--- config.mk ---
export PLATFORM = sky130hd
export DESIGN_NAME = seq_disp_loader
export DESIGN_NICKNAME = d
export VERILOG_FILES = /design/src/rtl/sdl_pkg.sv /design/src/rtl/sdl_sync.sv /design/src/rtl/sdl_edge.sv /design/src/rtl/sdl_ctl_reg.sv /design/src/rtl/sdl_seq_ptr.sv /design/src/rtl/seq_disp_loader.sv
export SDC_FILE = /design/constraint.sdc
export NUM_CORES = 1
export LEC_CHECK = 0
export BUFFER_PORTS_ARGS = -buffer_cell sky130_fd_sc_hd__clkbuf_2
export CORE_MARGIN = 5
export CORE_UTILIZATION = 32
export CTS_BUF_LIST = sky130_fd_sc_hd__clkbuf_2
export CTS_CLUSTER_SIZE = 40
export DETAILED_ROUTE_END_ITERATION = 16
export PLACE_DENSITY = 0.57
export SETUP_SLACK_MARGIN = 0.02
export SKIP_LAST_GASP = 1
export SLEW_MARGIN = 10
export SYNTH_ARGS = -nofsm -noshare
export SYNTH_HDL_FRONTEND = slang
export SYNTH_SLANG_ARGS = --single-unit
--- constraint.sdc ---
create_clock -name clk -period 1.45 [get_ports clk]
set_clock_uncertainty 0.05 [all_clocks]
set_input_delay 0.3625 -clock clk [delete_from_list [all_inputs] [get_ports clk]]
set_output_delay 0.3625 -clock clk [all_outputs]
set_load 0.05 [all_outputs]
--- src/rtl/sdl_pkg.sv ---
package sdl_pkg;
   localparam int unsigned CTL_W   = 4;
   localparam int unsigned CTL_LSB = 4;

   // field order follows the host bus: bit 7 down to bit 4
   typedef struct packed {
      logic coming;
      logic hex;
      logic raw;
      logic run;
   } sdl_ctl_t;

   localparam sdl_ctl_t CTL_RST = '0;
endpackage

--- src/rtl/sdl_sync.sv ---
module sdl_sync #(
   parameter int unsigned W      = 1,
   parameter int unsigned STAGES = 2,
   parameter logic [W-1:0] RST_VAL = '0
) (
   input  logic         clk,
   input  logic         rst_n,
   input  logic [W-1:0] d_i,
   output logic [W-1:0] q_o
);
   logic [STAGES-1:0][W-1:0] stg_q;

   generate
      if (STAGES < 2) begin : g_bad_stages
         $error("sdl_sync needs at least two stages");
      end
   endgenerate

   always_ff @(posedge clk or negedge rst_n) begin
      if (!rst_n) begin
         stg_q <= {STAGES{RST_VAL}};
      end else begin
         stg_q <= {stg_q[STAGES-2:0], d_i};
      end
   end

   assign q_o = stg_q[STAGES-1];
endmodule

--- src/rtl/sdl_edge.sv ---
module sdl_edge (
   input  logic clk,
   input  logic rst_n,
   input  logic level_i,
   output logic rise_o
);
   logic prev_q;

   // idle level of the strobe is high, so no edge is seen out of reset
   always_ff @(posedge clk or negedge rst_n) begin
      if (!rst_n) prev_q <= 1'b1;
      else        prev_q <= level_i;
   end

   assign rise_o = level_i & ~prev_q;
endmodule

--- src/rtl/sdl_ctl_reg.sv ---
module sdl_ctl_reg
   import sdl_pkg::*;
(
   input  logic     clk,
   input  logic     rst_n,
   input  logic     load_i,
   input  sdl_ctl_t word_i,
   output sdl_ctl_t ctl_o
);
   sdl_ctl_t ctl_q;

   always_ff @(posedge clk or negedge rst_n) begin
      if (!rst_n)      ctl_q <= CTL_RST;
      else if (load_i) ctl_q <= word_i;
   end

   assign ctl_o = ctl_q;
endmodule

--- src/rtl/sdl_seq_ptr.sv ---
module sdl_seq_ptr #(
   parameter int unsigned DEPTH  = 8,
   parameter int unsigned DATA_W = 8,
   localparam int unsigned AW = (DEPTH > 1) ? $clog2(DEPTH) : 1
) (
   input  logic              clk,
   input  logic              rst_n,
   input  logic              restart_i,
   input  logic              arm_i,
   input  logic              store_i,
   input  logic [DATA_W-1:0] data_i,
   output logic              we_o,
   output logic [AW-1:0]     addr_o,
   output logic [DATA_W-1:0] data_o,
   output logic              open_o
);
   localparam logic [AW-1:0] LAST = AW'(DEPTH - 1);

   logic [AW-1:0]     ptr_q;
   logic              open_q;
   logic              we_q;
   logic [AW-1:0]     addr_q;
   logic [DATA_W-1:0] dat_q;
   logic              at_last;

   assign at_last = (ptr_q == LAST);

   always_ff @(posedge clk or negedge rst_n) begin
      if (!rst_n) begin
         ptr_q  <= '0;
         open_q <= 1'b0;
         we_q   <= 1'b0;
         addr_q <= '0;
         dat_q  <= '0;
      end else begin
         we_q <= 1'b0;
         if (restart_i) begin
            ptr_q  <= '0;
            open_q <= arm_i;
         end else if (store_i && open_q) begin
            we_q   <= 1'b1;
            addr_q <= ptr_q;
            dat_q  <= data_i;
            if (at_last) begin
               ptr_q  <= '0;
               open_q <= 1'b0;
            end else begin
               ptr_q <= ptr_q + AW'(1);
            end
         end
      end
   end

   assign we_o   = we_q;
   assign addr_o = addr_q;
   assign data_o = dat_q;
   assign open_o = open_q;
endmodule

--- src/rtl/seq_disp_loader.sv ---
module seq_disp_loader
   import sdl_pkg::*;
#(
   parameter int unsigned DEPTH       = 8,
   parameter int unsigned DATA_W      = 8,
   parameter int unsigned SYNC_STAGES = 2,
   localparam int unsigned AW = (DEPTH > 1) ? $clog2(DEPTH) : 1
) (
   input  logic              clk,
   input  logic              rst_n,
   input  logic              wr_n_i,
   input  logic              mode_i,
   input  logic [DATA_W-1:0] data_i,
   output logic              ctl_run_o,
   output logic              ctl_raw_o,
   output logic              ctl_hex_o,
   output logic              ctl_coming_o,
   output logic              mem_we_o,
   output logic [AW-1:0]     mem_addr_o,
   output logic [DATA_W-1:0] mem_data_o,
   output logic              blank_o
);
   localparam int unsigned BW = DATA_W + 2;
   localparam logic [BW-1:0] BUN_RST = BW'(1) << (BW - 1);

   generate
      if (DATA_W < CTL_LSB + CTL_W) begin : g_bad_width
         $error("seq_disp_loader: bus too narrow for the control nibble");
      end
      if (DEPTH < 2) begin : g_bad_depth
         $error("seq_disp_loader: DEPTH must be at least 2");
      end
      if (SYNC_STAGES < 2) begin : g_bad_sync
         $error("seq_disp_loader: SYNC_STAGES must be at least 2");
      end
   endgenerate

   logic [BW-1:0]     bun_s;
   logic              wr_n_s;
   logic              mode_s;
   logic [DATA_W-1:0] data_s;
   logic              commit;
   logic              ctl_load;
   logic              byte_store;
   sdl_ctl_t          word;
   sdl_ctl_t          ctl;

   // strobe, select and bus travel through the same chain so they stay aligned
   sdl_sync #(
      .W      (BW),
      .STAGES (SYNC_STAGES),
      .RST_VAL(BUN_RST)
   ) u_sync (
      .clk  (clk),
      .rst_n(rst_n),
      .d_i  ({wr_n_i, mode_i, data_i}),
      .q_o  (bun_s)
   );

   assign {wr_n_s, mode_s, data_s} = bun_s;

   sdl_edge u_edge (
      .clk    (clk),
      .rst_n  (rst_n),
      .level_i(wr_n_s),
      .rise_o (commit)
   );

   assign ctl_load   = commit &  mode_s;
   assign byte_store = commit & ~mode_s;
   assign word       = sdl_ctl_t'(data_s[CTL_LSB +: CTL_W]);

   sdl_ctl_reg u_ctl (
      .clk   (clk),
      .rst_n (rst_n),
      .load_i(ctl_load),
      .word_i(word),
      .ctl_o (ctl)
   );

   sdl_seq_ptr #(
      .DEPTH (DEPTH),
      .DATA_W(DATA_W)
   ) u_ptr (
      .clk      (clk),
      .rst_n    (rst_n),
      .restart_i(ctl_load),
      .arm_i    (word.coming),
      .store_i  (byte_store),
      .data_i   (data_s),
      .we_o     (mem_we_o),
      .addr_o   (mem_addr_o),
      .data_o   (mem_data_o),
      .open_o   (blank_o)
   );

   assign ctl_run_o    = ctl.run;
   assign ctl_raw_o    = ctl.raw;
   assign ctl_hex_o    = ctl.hex;
   assign ctl_coming_o = ctl.coming;
endmodule

==> results of run 1 <==
how the worst max path moves through the flow:
stage / end / cells past startpoint
floorplan: u_ptr.addr_o[2] / 3
global placement: u_ptr.addr_o[0] / 2
detailed placement: u_ptr.addr_o[0] / 2
CTS: blank_o / 1
global route: mem_data_o[5] / 1
finish: blank_o / 1
report_power, final:
| group | switching, mW | internal [mW] | leakage [nW] |
|---|---|---|---|
| clock network | 0.354 | 0.106 | 0.0278 |
| logic | 0.596 | 0.589 | 0.489 |
| registers | 0.138 | 1.30 | 0.493 |
final cells by class:
| cell class | count | area, sq um | area share [%] |
|---|---|---|---|
| Tap cell | 50 | 62.6 | 3.00 |
| Clock inverter | 3 | 12.5 | 0.601 |
| Inverter | 1 | 3.75 | 0.180 |
| Clock buffer | 5 | 25.0 | 1.20 |
| Sequential cell | 41 | 1030 | 49.5 |
| Timing Repair Buffer | 55 | 574 | 27.6 |
| Multi-Input combinational cell | 32 | 373 | 17.9 |
cells by family after synthesis:
| family | synth area share (%) |
|---|---|
| mux | 14.5 |
| flops | 75.0 |
| buf+inv | 1.73 |
| compound gates | 3.46 |
| simple gates | 3.55 |
| fa+ha+maj | 1.82 |
synth_stat cells:
| cell type | instances | area share (%) |
|---|---|---|
| a32o_1 | 1 | 0.73 |
| and2b_1 | 1 | 0.55 |
| and4bb_4 | 1 | 1.2 |
| buf_12 | 1 | 1.5 |
| dfrtp_1 | 38 | 69 |
| dfstp_2 | 3 | 5.7 |
| ha_1 | 2 | 1.8 |
| inv_1 | 1 | 0.27 |
| mux2_2 | 7 | 5.7 |
| mux2_4 | 8 | 8.7 |
| nand2_1 | 4 | 1.1 |
| nand2b_1 | 1 | 0.46 |
| nor2_1 | 1 | 0.27 |
| o21ai_0 | 4 | 1.5 |
| o41ai_1 | 2 | 1.3 |
routing by layer:
layer  vias to the layer above  global-route usage, %  wire, microns
li1                        383                      -              -
met1                       414                   11.6            991
met2                        27                   13.9           1290
met3                         6                   3.96            197
met4                         0                   6.99             44
met5                         -                      0              0
sequential cells by signal (all words and copies together) (netlist names):
signal         cells
u_sync.q_o        10
u_sync.stg_q      10
u_ptr.data_o       8
u_ctl.ctl_o        4
u_ptr.addr_o       3
u_ptr.ptr_q        3
u_edge.prev_q      1
u_ptr.open_o       1
u_ptr.we_o         1
repair_timing:
action / 4_1_cts / 5_1_grt
gates cloned: 0 / 1
gates resized for setup: 35 / 30
endpoints found under the hold margin: 46 / 2
buffers inserted: 5 / 5
pin swaps: 0 / 2
hold buffers: 9 / 2
endpoints found under the setup margin: 25 / 28
==> flow_summary.yaml, run 1 <==
cts:
  clk_pin_slew_ns: 0.21
  cts_buffer_depth: 2
  clockRootBuffer: "clkbuf_2"
  tritoncts: "yes"
  insertion_delay_ns: 0.39
  cts_made_buffers: 5
  htreeDepth: 2
  cts.sinks: 41
finish:
  drive_gt1_share_pct: 54.7
  finalNonFillerCells: 187
  fill_cells: 362
  n_antenna_cell: 0
  syn2layout_area_growth_pct: 51.5
  layout_common_cells: "dfrtp_1 (37), buf_8 (17), clkbuf_2 (16)"
  finalInstanceArea_sq_mm: 0.00208
  nets: 150
  layout.cells.most_common: "dfrtp_1"
  final_util_pct: 50.9
drt:
  drt_pass1_iterations: 4
  antenna_left: 0
  drt-wirelength-per-cell_microns: 13.5
  drc: 0
  drt-vias-per-instance: 4.44
  drt-total-wl_microns: 2520
  drt_first_iter_violations: 32
  vias: 830
floorplanning:
  die_h_microns: 75.5
  fp.coreArea_sq_mm: 0.00409
  die_w_microns: 75.5
  fp-row-count: 23
  die_area_sq_mm: 0.00570
  pin_count: 29
  initial_core_util_pct: 33.6
worst_hold_path:
  hold_path_class: "reg2reg"
  holdPathStages: 0
  min_to: "u_sync.q_o[0]"
  hp-start: "u_sync.stg_q[0]"
flow_run:
  drv_cap: 0
setup_path:
  endpoint_kind: "output port"
  cp.arrival_ns: 1.02
  critPathRequiredTime_ns: 1.04
  cp_slowest_cell: "dfrtp_2"
  path_buf_inv: 1
  cp_max_fo: 3
  reg2reg_slack_ns: 0.04
  crit_chain: "buf_8"
  r2r_start: "u_sync.q_o[9]"
  r2r_cells: 3
  crit_type: "reg2out"
  startpoint: "u_ptr.open_o"
  startpoint_type: "flip-flop"
  r2r_end: "u_ptr.data_o[4]"
  critPathTopFamily: "flip-flops"
  cpPeakStageDelay_ns: 0.47
power_and_ir_drop:
  power_leakage_nw: 1.01
  powerDensity_mw_per_mm2: 1480
  ir_drop_mv: 0.814
  p_total_mw: 3.09
placed_design:
  placedCellCount: 157
  place.gp.congestion: 0.728
  dpl_cell_area_sq_mm: 0.00160
  dpl.hpwl_microns: 1610
  io_buffers: 28
  dp_slack_ns: -0.0203
sta:
  tightest_slew_ns: 0.296
  finalSetupViolations: 0
  final-max-slew-violation-count: 0
  period_share_pct: 99.0
  timing.hold.ws_ns: 0.299
  rsz0062_at_grt: "true"
  fin_tns_setup_ns: 0
  fmax_mhz: 697
  fin_crit_ns: 1.44
  finalHoldViolCount: 0
  relSlewSlack_pct: 80.3
  worst_slack_ns: 0.0143
synth:
  syn_nets: 89
  syn_avg_cell_area_sq_um: 18.3
  synth.distinct_cells: 15
  yosysSeqAreaShare_pct: 75.0
  synth_cells: 75
  syn_area_sq_mm: 0.00137
  ys_seq_elements: 41
  ys_warn_count: 0
grt:
  gr-usage-all-layers_pct: 9.65
  grt_pass1_vias: 829
  grt_overflow_total: 0
  grt_max_degree: 25
  antenna_found_initial: 0
  grt_first_pass_wirelength_microns: 3890
outcome:
  outcome: "finished, final reports clean"
(Power assumes the default switching activity.)
==> run 2, diff against run 1 <==
--- a/config.mk
+++ b/config.mk
@@ -17,4 +17,5 @@
 export SLEW_MARGIN = 10
 export SYNTH_ARGS = -nofsm -noshare
 export SYNTH_HDL_FRONTEND = slang
+export SYNTH_HIERARCHICAL = 1
 export SYNTH_SLANG_ARGS = --single-unit
==> run 2 against run 1 <==
Largest cell class unchanged. Utilization down 3.5 points. Synthesized area up 7.7%. The flow now finishes with violations (negative setup slack). Count of clock-buffer cells in the layout unchanged. Critical endpoint is now u_ptr/data_o[0].
==> flow_summary.yaml, run 2 <==
outcome:
  outcome: "finished, violations left"
  violations: "negative setup slack"
setup_path:
  path_buf_inv: 0
  cpPeakStageDelay_ns: 0.58
  reg2reg_slack_ns: -0.13
  cp_max_fo: 6
  critPathTopFamily: "flip-flops"
  startpoint_type: "flip-flop"
  cp_slowest_cell: "dfstp_2"
  crit_type: "reg2reg"
  crit_chain: "nor2b_4, and2b_2, nand3b_4, mux2_4"
  r2r_end: "u_ptr/data_o[0]"
  r2r_start: "u_sync/q_o[9]"
  r2r_cells: 4
  endpoint_kind: "flip-flop"
  cp.arrival_ns: 1.84
  critPathRequiredTime_ns: 1.71
drt:
  drt-wirelength-per-cell_microns: 14.1
  drc: 0
  drt-vias-per-instance: 4.33
  drt_pass1_iterations: 3
  antenna_left: 0
  drt_first_iter_violations: 18
  vias: 818
  drt-total-wl_microns: 2660
synth:
  synth.most_common_cell: "dfrtp_1"
  syn_nets: 101
  synth_area_leaders: "dfrtp_1 (64%), mux2_4 (9.1%), dfstp_2 (5.3%)"
  synth_ff_type: "dfrtp_1"
  syn_area_sq_mm: 0.00148
  synth_cells: 87
  ys_seq_elements: 41
  yosysSeqAreaShare_pct: 69.6
  synth_top_area_share_pct: 64.3
  synthTopCellsByCount: "dfrtp_1 (38), buf_4 (10), mux2_4 (9), mux2_2 (6), a21bo_2 (4)"
  synth.distinct_cells: 19
  ys_warn_count: 6
  syn_avg_cell_area_sq_um: 17.0
  synth_edf_count: 0
  yosys.area.top_type: "dfrtp_1"
  synthArstFlopShare_pct: 100
sta:
  final-max-slew-violation-count: 0
  worst_slack_ns: -0.134
  finalSetupViolations: 17
  relSlewSlack_pct: 72.5
  tightest_slew_ns: 0.412
  period_share_pct: 109
  finalHoldViolCount: 0
  rsz0062_at_grt: "true"
  fin_tns_setup_ns: -1.31
  fin_crit_ns: 1.58
  fmax_mhz: 631
floorplanning:
  die_h_microns: 78.0
  fp-row-count: 24
  die_area_sq_mm: 0.00608
  initial_core_util_pct: 33.5
  pin_count: 29
  fp.coreArea_sq_mm: 0.00441
  die_w_microns: 78.0
cts:
  htreeDepth: 2
  clk_pin_slew_ns: 0.22
  clockRootBuffer: "clkbuf_2"
  tritoncts: "yes"
  cts.sinks: 41
  cts_made_buffers: 5
  cts_buffer_depth: 2
  insertion_delay_ns: 0.41
power_and_ir_drop:
  p_seq_share_pct: 46.2
  p_sw_share_pct: 35.9
  combPwrFrac_pct: 37.3
  powerDensity_mw_per_mm2: 1480
  switchingPower_mw: 1.12
  clock_power_share_pct: 16.4
  power_leakage_nw: 1.07
  internal_power_mw: 1.99
  ir_drop_mv: 0.859
placed_design:
  placedCellCount: 158
  dp_slack_ns: -0.148
  place.gp.congestion: 0.720
  dpl_cell_area_sq_mm: 0.00164
  io_buffers: 28
  dpl.hpwl_microns: 1550
grt:
  antenna_found_initial: 0
  grt_pass1_vias: 916
  grt_overflow_total: 0
  grt_first_pass_wirelength_microns: 4260
  grt_max_degree: 27
  gr-usage-all-layers_pct: 9.13
finish:
  drive_gt1_share_pct: 58.4
  final_util_pct: 47.5
  layout.cells.most_common: "dfrtp_1"
  syn2layout_area_growth_pct: 41.7
  n_antenna_cell: 0
  finalNonFillerCells: 189
  finalInstanceArea_sq_mm: 0.00210
  layout_common_cells: "dfrtp_1 (37), buf_8 (17), clkbuf_2 (16)"
  nets: 150
  fill_cells: 371
flow_run:
  drv_cap: 0
worst_hold_path:
  hold_path_class: "in2async"
run 2: metal layers:
metal	share of wire [%]	vias to the layer above	global-route usage, %
li1	-	378	-
met1	38	414	10.0
met2	54	21	14.9
met3	6.3	5	3.36
met4	2.1	0	5.57
met5	0	-	0
run 2: cell type report:
class / count / area, sq um / share of cell area [%]
multi-input cells: 34 / 407 / 19.4
repair buffers: 53 / 542 / 25.9
well taps: 52 / 65.1 / 3.10
inverters: 1 / 3.75 / 0.179
flip-flops and latches: 41 / 1030 / 49.2
clock inverters: 3 / 22.5 / 1.07
clock buffers: 5 / 25.0 / 1.19
run 2: worst max-delay path by stage:
stage,startpoint,to,slack (ns),cells after the start
4_1_cts,u_sync/q_o[9],u_ptr/data_o[0],-0.14,4
2_1_floorplan,u_sync/q_o[9],u_ptr/addr_o[0],-0.25,7
3_3_place_gp,u_sync/q_o[9],u_ptr/data_o[6],-0.11,4
6_report,u_sync/q_o[9],u_ptr/data_o[0],-0.13,4
3_5_place_dp,u_sync/q_o[9],u_ptr/data_o[0],-0.15,4
5_1_grt,u_sync/q_o[9],u_ptr/data_o[0],-0.18,4
run 2: what timing repair did:
item | 4_1_cts | 5_1_grt
cloned | 1 | 0
hold buffers | 11 | 0
endpoints found under the hold margin | 22 | 0
resized for setup | 36 | 26
setup endpoints to repair | 35 | 36
pin swaps | 1 | 0
buffers inserted | 7 | 4
run 2: worst register-to-register path: stages (launching register included):
cell and delay (ns):
dfstp_2 0.58, nor2b_4 0.13, and2b_2 0.22, nand3b_4 0.17, mux2_4 0.33
run 2: metrics by stage:
step	total power, mW	hold slack (ns)
after floorplan	2.03	0.0169
after global placement	2.21	0.260
after detailed placement	2.22	0.261
after CTS	3.01	0.320
after global routing	3.25	0.328
final	3.11	0.319
run 2: cell families (layout without fill, tap and decap cells):
logic type / Yosys count / after routing / synth area share [%]
adders and majority gates: 2 / 2 / 1.69
muxes: 15 / 15 / 13.7
and+or+nand+nor: 8 / 9 / 4.48
buffers and inverters: 13 / 62 / 6.43
DFF: 41 / 41 / 69.6
AOI/OAI and AO/OA: 8 / 8 / 4.06
run 2: power groups by stage:
stage          combinational (mW)  clock [mW]  sequential (mW)
3_3_place_gp                0.795           0             1.42
5_1_grt                      1.21       0.584             1.46
3_5_place_dp                0.803           0             1.42
2_1_floorplan               0.209           0             1.82
6_report                     1.16       0.511             1.44
4_1_cts                      1.07       0.530             1.41
